--- src/rtl/pot_pkg.sv ---
package pot_pkg;
  typedef enum logic [3:0] {
    OP_GDR2W    = 4'b0001,
    OP_STEP     = 4'b0010,
    OP_GW2DR    = 4'b1000,
    OP_RD_WIPER = 4'b1001,
    OP_WR_WIPER = 4'b1010,
    OP_RD_DR    = 4'b1011,
    OP_WR_DR    = 4'b1100,
    OP_DR2W     = 4'b1101,
    OP_W2DR     = 4'b1110
  } pot_op_e;
endpackage

--- src/rtl/pot_channel.sv ---
module pot_channel #(
  parameter int W = 8,
  parameter int NREG = 4,
  parameter int IDX_W = 2,
  parameter logic [NREG*W-1:0] INIT = '0
) (
  input  logic              clk,
  input  logic              rst_n,
  input  logic              wiper_we,
  input  logic [W-1:0]      wiper_d,
  input  logic              dr_we,
  input  logic [IDX_W-1:0]  dr_idx,
  input  logic [W-1:0]      dr_d,
  output logic [W-1:0]      wiper_q,
  output logic [NREG*W-1:0] dr_q
);
  logic [W-1:0]      wiper_n;
  logic [NREG*W-1:0] dr_n;

  always_comb begin
    wiper_n = wiper_q;
    dr_n    = dr_q;
    if (wiper_we) wiper_n = wiper_d;
    if (dr_we) dr_n[int'(dr_idx)*W +: W] = dr_d;
  end

  always_ff @(posedge clk or negedge rst_n) begin
    if (!rst_n) begin
      wiper_q <= '0;
      dr_q    <= INIT;
    end else begin
      if (wiper_we) wiper_q <= wiper_n;
      if (dr_we)    dr_q    <= dr_n;
    end
  end
endmodule

--- src/rtl/pot_nv_timer.sv ---
module pot_nv_timer #(
  parameter int NV_CYCLES = 40
) (
  input  logic clk,
  input  logic rst_n,
  input  logic start,
  output logic busy
);
  localparam int CNT_W = $clog2(NV_CYCLES + 1);
  logic [CNT_W-1:0] cnt_q, cnt_n;

  always_comb begin
    cnt_n = cnt_q;
    if (start)            cnt_n = CNT_W'(NV_CYCLES);
    else if (cnt_q != '0) cnt_n = cnt_q - CNT_W'(1);
  end

  always_ff @(posedge clk or negedge rst_n) begin
    if (!rst_n) cnt_q <= '0;
    else        cnt_q <= cnt_n;
  end

  assign busy = (cnt_q != '0);
endmodule

--- src/rtl/pot_cmd_ctrl.sv ---
module pot_cmd_ctrl
  import pot_pkg::*;
#(
  parameter int W = 8,
  parameter int NPOT = 2,
  parameter int NREG = 4,
  localparam int IDX_W = $clog2(NREG),
  localparam int POT_W = $clog2(NPOT)
) (
  input  logic                   clk,
  input  logic                   rst_n,
  input  logic                   cmd_valid,
  input  logic [3:0]             cmd_op,
  input  logic [IDX_W-1:0]       cmd_reg,
  input  logic [POT_W-1:0]       cmd_pot,
  input  logic [W-1:0]           cmd_wdata,
  input  logic                   step_valid,
  input  logic                   step_up,
  input  logic                   wp_n,
  input  logic                   busy,
  input  logic [NPOT*W-1:0]      wiper_all,
  input  logic [NPOT*NREG*W-1:0] dr_all,
  output logic [NPOT-1:0]        wiper_we,
  output logic [NPOT*W-1:0]      wiper_d,
  output logic [NPOT-1:0]        dr_we,
  output logic [IDX_W-1:0]       dr_idx,
  output logic [NPOT*W-1:0]      dr_d,
  output logic                   nv_start,
  output logic [W-1:0]           rd_data
);
  logic             recall_q;
  logic             step_mode_q, step_mode_n;
  logic [POT_W-1:0] step_pot_q, step_pot_n;
  logic [W-1:0]     rd_q, rd_n;
  logic             accept;
  logic [W-1:0]     cur;

  assign accept = cmd_valid && !busy && !recall_q;

  always_comb begin
    wiper_we    = '0;
    wiper_d     = '0;
    dr_we       = '0;
    dr_d        = '0;
    dr_idx      = cmd_reg;
    rd_n        = rd_q;
    step_mode_n = step_mode_q;
    step_pot_n  = step_pot_q;
    cur         = wiper_all[int'(step_pot_q)*W +: W];
    if (recall_q) begin
      for (int p = 0; p < NPOT; p++) begin
        wiper_we[p]         = 1'b1;
        wiper_d[p*W +: W]   = dr_all[(p*NREG)*W +: W];
      end
    end else if (accept) begin
      step_mode_n = 1'b0;
      case (cmd_op)
        OP_RD_WIPER: rd_n = wiper_all[int'(cmd_pot)*W +: W];
        OP_RD_DR:    rd_n = dr_all[(int'(cmd_pot)*NREG + int'(cmd_reg))*W +: W];
        OP_STEP: begin
          step_mode_n = 1'b1;
          step_pot_n  = cmd_pot;
        end
        default: ;
      endcase
      for (int p = 0; p < NPOT; p++) begin
        case (cmd_op)
          OP_WR_WIPER: if (p == int'(cmd_pot)) begin
            wiper_we[p] = 1'b1;
            wiper_d[p*W +: W] = cmd_wdata;
          end
          OP_DR2W: if (p == int'(cmd_pot)) begin
            wiper_we[p] = 1'b1;
            wiper_d[p*W +: W] = dr_all[(p*NREG + int'(cmd_reg))*W +: W];
          end
          OP_GDR2W: begin
            wiper_we[p] = 1'b1;
            wiper_d[p*W +: W] = dr_all[(p*NREG + int'(cmd_reg))*W +: W];
          end
          OP_WR_DR: if (p == int'(cmd_pot) && wp_n) begin
            dr_we[p] = 1'b1;
            dr_d[p*W +: W] = cmd_wdata;
          end
          OP_W2DR: if (p == int'(cmd_pot) && wp_n) begin
            dr_we[p] = 1'b1;
            dr_d[p*W +: W] = wiper_all[p*W +: W];
          end
          OP_GW2DR: if (wp_n) begin
            dr_we[p] = 1'b1;
            dr_d[p*W +: W] = wiper_all[p*W +: W];
          end
          default: ;
        endcase
      end
    end else if (step_mode_q && step_valid && !busy) begin
      for (int p = 0; p < NPOT; p++) begin
        if (p == int'(step_pot_q)) begin
          wiper_we[p] = 1'b1;
          if (step_up) wiper_d[p*W +: W] = (cur == '1) ? cur : cur + W'(1);
          else         wiper_d[p*W +: W] = (cur == '0) ? cur : cur - W'(1);
        end
      end
    end
  end

  assign nv_start = |dr_we;
  assign rd_data  = rd_q;

  always_ff @(posedge clk or negedge rst_n) begin
    if (!rst_n) begin
      recall_q    <= 1'b1;
      step_mode_q <= 1'b0;
      step_pot_q  <= '0;
      rd_q        <= '0;
    end else begin
      recall_q    <= 1'b0;
      step_mode_q <= step_mode_n;
      step_pot_q  <= step_pot_n;
      if (accept) rd_q <= rd_n;
    end
  end
endmodule

--- src/rtl/pot_reg_exec.sv ---
module pot_reg_exec #(
  parameter int W = 8,
  parameter int NREG = 4,
  parameter int NV_CYCLES = 40,
  parameter logic [2*NREG*W-1:0] DR_INIT = 64'h7766_55C3_3322_1140,
  localparam int NPOT = 2,
  localparam int IDX_W = $clog2(NREG)
) (
  input  logic             clk,
  input  logic             rst_n,
  input  logic             cmd_valid,
  input  logic [3:0]       cmd_op,
  input  logic [IDX_W-1:0] cmd_reg,
  input  logic             cmd_pot,
  input  logic [W-1:0]     cmd_wdata,
  input  logic             step_valid,
  input  logic             step_up,
  input  logic             wp_n,
  output logic [W-1:0]     rd_data,
  output logic             busy,
  output logic [W-1:0]     wiper0,
  output logic [W-1:0]     wiper1
);
  logic                   rst_s1, rst_sync_n;
  logic [NPOT-1:0]        wiper_we, dr_we;
  logic [NPOT*W-1:0]      wiper_d, dr_d, wiper_all;
  logic [NPOT*NREG*W-1:0] dr_all;
  logic [IDX_W-1:0]       dr_idx;
  logic                   nv_start;

  always_ff @(posedge clk or negedge rst_n) begin
    if (!rst_n) begin
      rst_s1     <= 1'b0;
      rst_sync_n <= 1'b0;
    end else begin
      rst_s1     <= 1'b1;
      rst_sync_n <= rst_s1;
    end
  end

  pot_cmd_ctrl #(.W(W), .NPOT(NPOT), .NREG(NREG)) u_ctrl (
    .clk(clk), .rst_n(rst_sync_n), .cmd_valid(cmd_valid), .cmd_op(cmd_op),
    .cmd_reg(cmd_reg), .cmd_pot(cmd_pot), .cmd_wdata(cmd_wdata),
    .step_valid(step_valid), .step_up(step_up), .wp_n(wp_n), .busy(busy),
    .wiper_all(wiper_all), .dr_all(dr_all), .wiper_we(wiper_we),
    .wiper_d(wiper_d), .dr_we(dr_we), .dr_idx(dr_idx), .dr_d(dr_d),
    .nv_start(nv_start), .rd_data(rd_data)
  );

  generate
    for (genvar p = 0; p < NPOT; p++) begin : g_ch
      pot_channel #(
        .W(W), .NREG(NREG), .IDX_W(IDX_W),
        .INIT(DR_INIT[p*NREG*W +: NREG*W])
      ) u_ch (
        .clk(clk), .rst_n(rst_sync_n),
        .wiper_we(wiper_we[p]), .wiper_d(wiper_d[p*W +: W]),
        .dr_we(dr_we[p]), .dr_idx(dr_idx), .dr_d(dr_d[p*W +: W]),
        .wiper_q(wiper_all[p*W +: W]), .dr_q(dr_all[p*NREG*W +: NREG*W])
      );
    end
  endgenerate

  pot_nv_timer #(.NV_CYCLES(NV_CYCLES)) u_timer (
    .clk(clk), .rst_n(rst_sync_n), .start(nv_start), .busy(busy)
  );

  assign wiper0 = wiper_all[0 +: W];
  assign wiper1 = wiper_all[W +: W];
endmodule

--- config.mk ---
export PLATFORM = sky130hd
export DESIGN_NAME = pot_reg_exec
export DESIGN_NICKNAME = d
export VERILOG_FILES = /design/src/rtl/pot_pkg.sv /design/src/rtl/pot_channel.sv /design/src/rtl/pot_nv_timer.sv /design/src/rtl/pot_cmd_ctrl.sv /design/src/rtl/pot_reg_exec.sv
export SDC_FILE = /design/constraint.sdc
export NUM_CORES = 1
export LEC_CHECK = 0
export CAP_MARGIN = 20
export CORE_MARGIN = 2
export CORE_UTILIZATION = 58
export CTS_CLUSTER_SIZE = 40
export DETAILED_ROUTE_END_ITERATION = 6
export PLACE_DENSITY = 0.82
export SLEW_MARGIN = 10
export SYNTH_ARGS = -nofsm -noshare
export SYNTH_HDL_FRONTEND = slang
export SYNTH_HIERARCHICAL = 1
export SYNTH_SLANG_ARGS = --single-unit
export TNS_END_PERCENT = 30
--- constraint.sdc ---
create_clock -name clk -period 3.42 [get_ports clk]
set_clock_uncertainty 0.05 [all_clocks]
set_input_delay 0.342 -clock clk [delete_from_list [all_inputs] [get_ports clk]]
set_output_delay 0.342 -clock clk [all_outputs]
set_load 0.05 [all_outputs]
==> metrics.txt <==
# clock sinks 99; count of input and output buffers between 40 and 50; Root Buffer clkbuf_8; Fmax 316.4 MHz; Crit path arrival time ~3400 ps; syn avg cell area roughly 11 sq um; die footprint ~12,000 sq um; Slew @ Worst Pin between 900 and 1000 ps; max-slew violations 0; starting DRC count in detailed routing just over 900; H-tree depth 3; peak supply drop around 310 uV; top cell type's share of synthesized area between 20% and 30%; die width 109.3 microns; # diodes 0; Post-Synthesis Cells a little under 600; YS warnings 6; Pwr Density approximately 320 nW/um^2; total number of vias approximately 5,400; Seq/Total Area, Yosys approximately 39%; total grt overflow 0; CTS tree done; minimum clock period around 3200 ps; Rows 38; Mapped Area 6430 sq um; wire per inst 24.82 microns; Initial Util between 50% and 60%; clock-pin slew on the worst setup and hold paths roughly 100 ps; DRT Pass-1 Iters 5; critical path type reg -> reg; RSZ-0062 raised after global routing false; clock latency on the worst-skew pair 390 ps; Max-cap violations 0; number of global-route vias before repair 5,344; count of final hold-check violations 0; final setup TNS 0 ps; Placed Area 6957 sq um; core outline area roughly 11,000 sq um; Leak about 0.0028 uW; Async SR Flop Fraction 100.0%; Worst EP required 3650 ps; path type of the worst min-delay path in -> async; worst hold slack ~50 ps; EDFF count, synth 0; GRT Overall Usage roughly a third; Layout Nets between 600 and 700; routability cong. slightly below 1; DR DRC count 0; die height 109.3 microns; reg2reg setup slack ~260 ps; synthesized flop and latch total a little under 100; Worst setup SP type flop; count leader, synth dfrtp_1; final setup fails 0; Slew headroom approximately 37%; status complete, no violations; CP endpoint kind flop; Post-synth top cells 71 x dfrtp_1, 41 x nor2_1, 39 x a22oi_1; Synth area leader dfrtp_1; final instance area 7194 sq um; HPWL after DPL roughly 14 mm; worst r2r dst g_ch[0].u_ch/wiper_q[3]; Post-CTS Hold Buffers 0; post-route ant nets 0; initial antenna violation count 0; final period utilization between 90% and 100%; FF-to-FF path depth 10; largest net degree at the start of global routing 38; first-pass GRT wire length 29.57 mm; Syn Nets a little over 600; worst r2r src u_ctrl/step_pot_q; Synth Flop Type dfrtp_1; library cells used by synthesis 73; final WL 18.86 mm; clk buf depth 2; fill count approximately 880; Max FO, Critical Path 9; synth top area cells dfrtp_1 28%, dfstp_2 11%, mux4_2 7.4%; CTS Buf Count 9; layout cell share with drive strength beyond 1 approximately 21%; Area Growth Syn to Fin 11.89%; I/O pin count 46; Vias per Instance approximately 7.2
==> cell families after synthesis <==
kind of cell	Yosys count	share of synthesized area [%]
simple gates	178	15.74
compound gates	164	20.98
flops	99	39.07
mux	58	14.89
buf+inv	57	4.787
fa+ha+maj	15	2.919
xor+xnor	11	1.498
other cells	2	0.1168
==> power breakdown <==
group | switching, uW | internal, uW | total (uW)
combinational | 141 | 82.2 | 223
clock | 437 | 441 | 879
sequential | 15.7 | 1180 | 1190
==> per-stage QoR <==
step | total power [uW] | std cells | setup WS [ps] | utilization [%]
2_1_floorplan | 1355 | 584 | 223.3 | -
3_3_place_gp | 1427 | 744 | 454.8 | 64.17
3_5_place_dp | 1431 | 744 | 272.6 | 64.17
4_1_cts | 2301 | 760 | 247.2 | 66.31
5_1_grt | 2369 | 760 | 87.10 | 66.37
6_report | 2294 | 760 | 259.5 | 66.37
==> registers in the layout, summed over array words and instances (netlist names) <==
name,cells
u_ctrl/step_pot_q,1
rst_s1,1
g_ch.u_ch/dr_q,64
rst_sync_n,1
u_ctrl/recall_q,1
u_ctrl/rd_data,8
u_ctrl/step_mode_q,1
g_ch.u_ch/wiper_q,16
u_timer/cnt_q,6
==> per-layer routing <==
metal	vias to the layer above	track usage (%)	part of all wire, %
li1	2338	-	-
met1	2687	44.53	40
met2	361	52.71	48
met3	56	7.647	9.4
met4	0	10.04	2.8
met5	-	0	0
==> worst max-delay path: stages (launching register included) <==
cell	delay [ps]
dfrtp_1	540
mux2i_1	520
inv_2	100
ha_1	270
nand4b_1	210
a22oi_4	160
a211oi_2	260
xnor2_1	80
a32o_1	270
a221o_1	310
mux2_2	260
==> final cells by class <==
class / instances / area, sq um / share of cell area (%)
sequential: 99 / 2516 / 34.97
tap: 140 / 175.2 / 2.435
clock inverter: 6 / 93.84 / 1.304
clock buffer: 10 / 137.6 / 1.913
timing repair buffer: 64 / 600.6 / 8.348
inverter: 13 / 48.80 / 0.6783
multi-input combinational: 428 / 3622 / 50.35
==> placed cells by master, fill, tap and decap left out, types with 8 or more instances in the layout <==
cell type,count
mux2_2,16
clkbuf_8,10
a22oi_1,39
a221o_1,8
mux2_4,9
a32o_1,32
inv_1,11
dfrtp_1,70
nand2_1,23
nor3_1,11
ha_1,15
o21ai_0,8
buf_4,18
nor2b_1,9
nor3b_1,8
mux2i_1,9
a21oi_1,10
nor2_1,41
dfstp_2,28
mux4_2,21
o2bb2ai_1,32
clkdlybuf4s50_1,44
nand3_1,38
==> how the worst max path moves through the flow <==
stage | from | endpoint | slack [ps] | cells past startpoint
floorplan | u_timer/cnt_q[0] | g_ch[1].u_ch/wiper_q[0] | 220 | 10
global placement | u_timer/cnt_q[0] | g_ch[0].u_ch/dr_q[20] | 450 | 10
detailed placement | u_timer/cnt_q[0] | g_ch[0].u_ch/dr_q[18] | 270 | 10
CTS | u_timer/cnt_q[0] | g_ch[0].u_ch/dr_q[23] | 250 | 10
global route | u_timer/cnt_q[0] | g_ch[0].u_ch/dr_q[11] | 90 | 11
finish | u_ctrl/step_pot_q | g_ch[0].u_ch/wiper_q[3] | 260 | 10
==> what timing repair did <==
action / in CTS / in global routing
buffers inserted: 0 / 0
gates resized for setup: 0 / 1
endpoints found under the setup margin: 0 / 6
(Power assumes the default switching activity.)
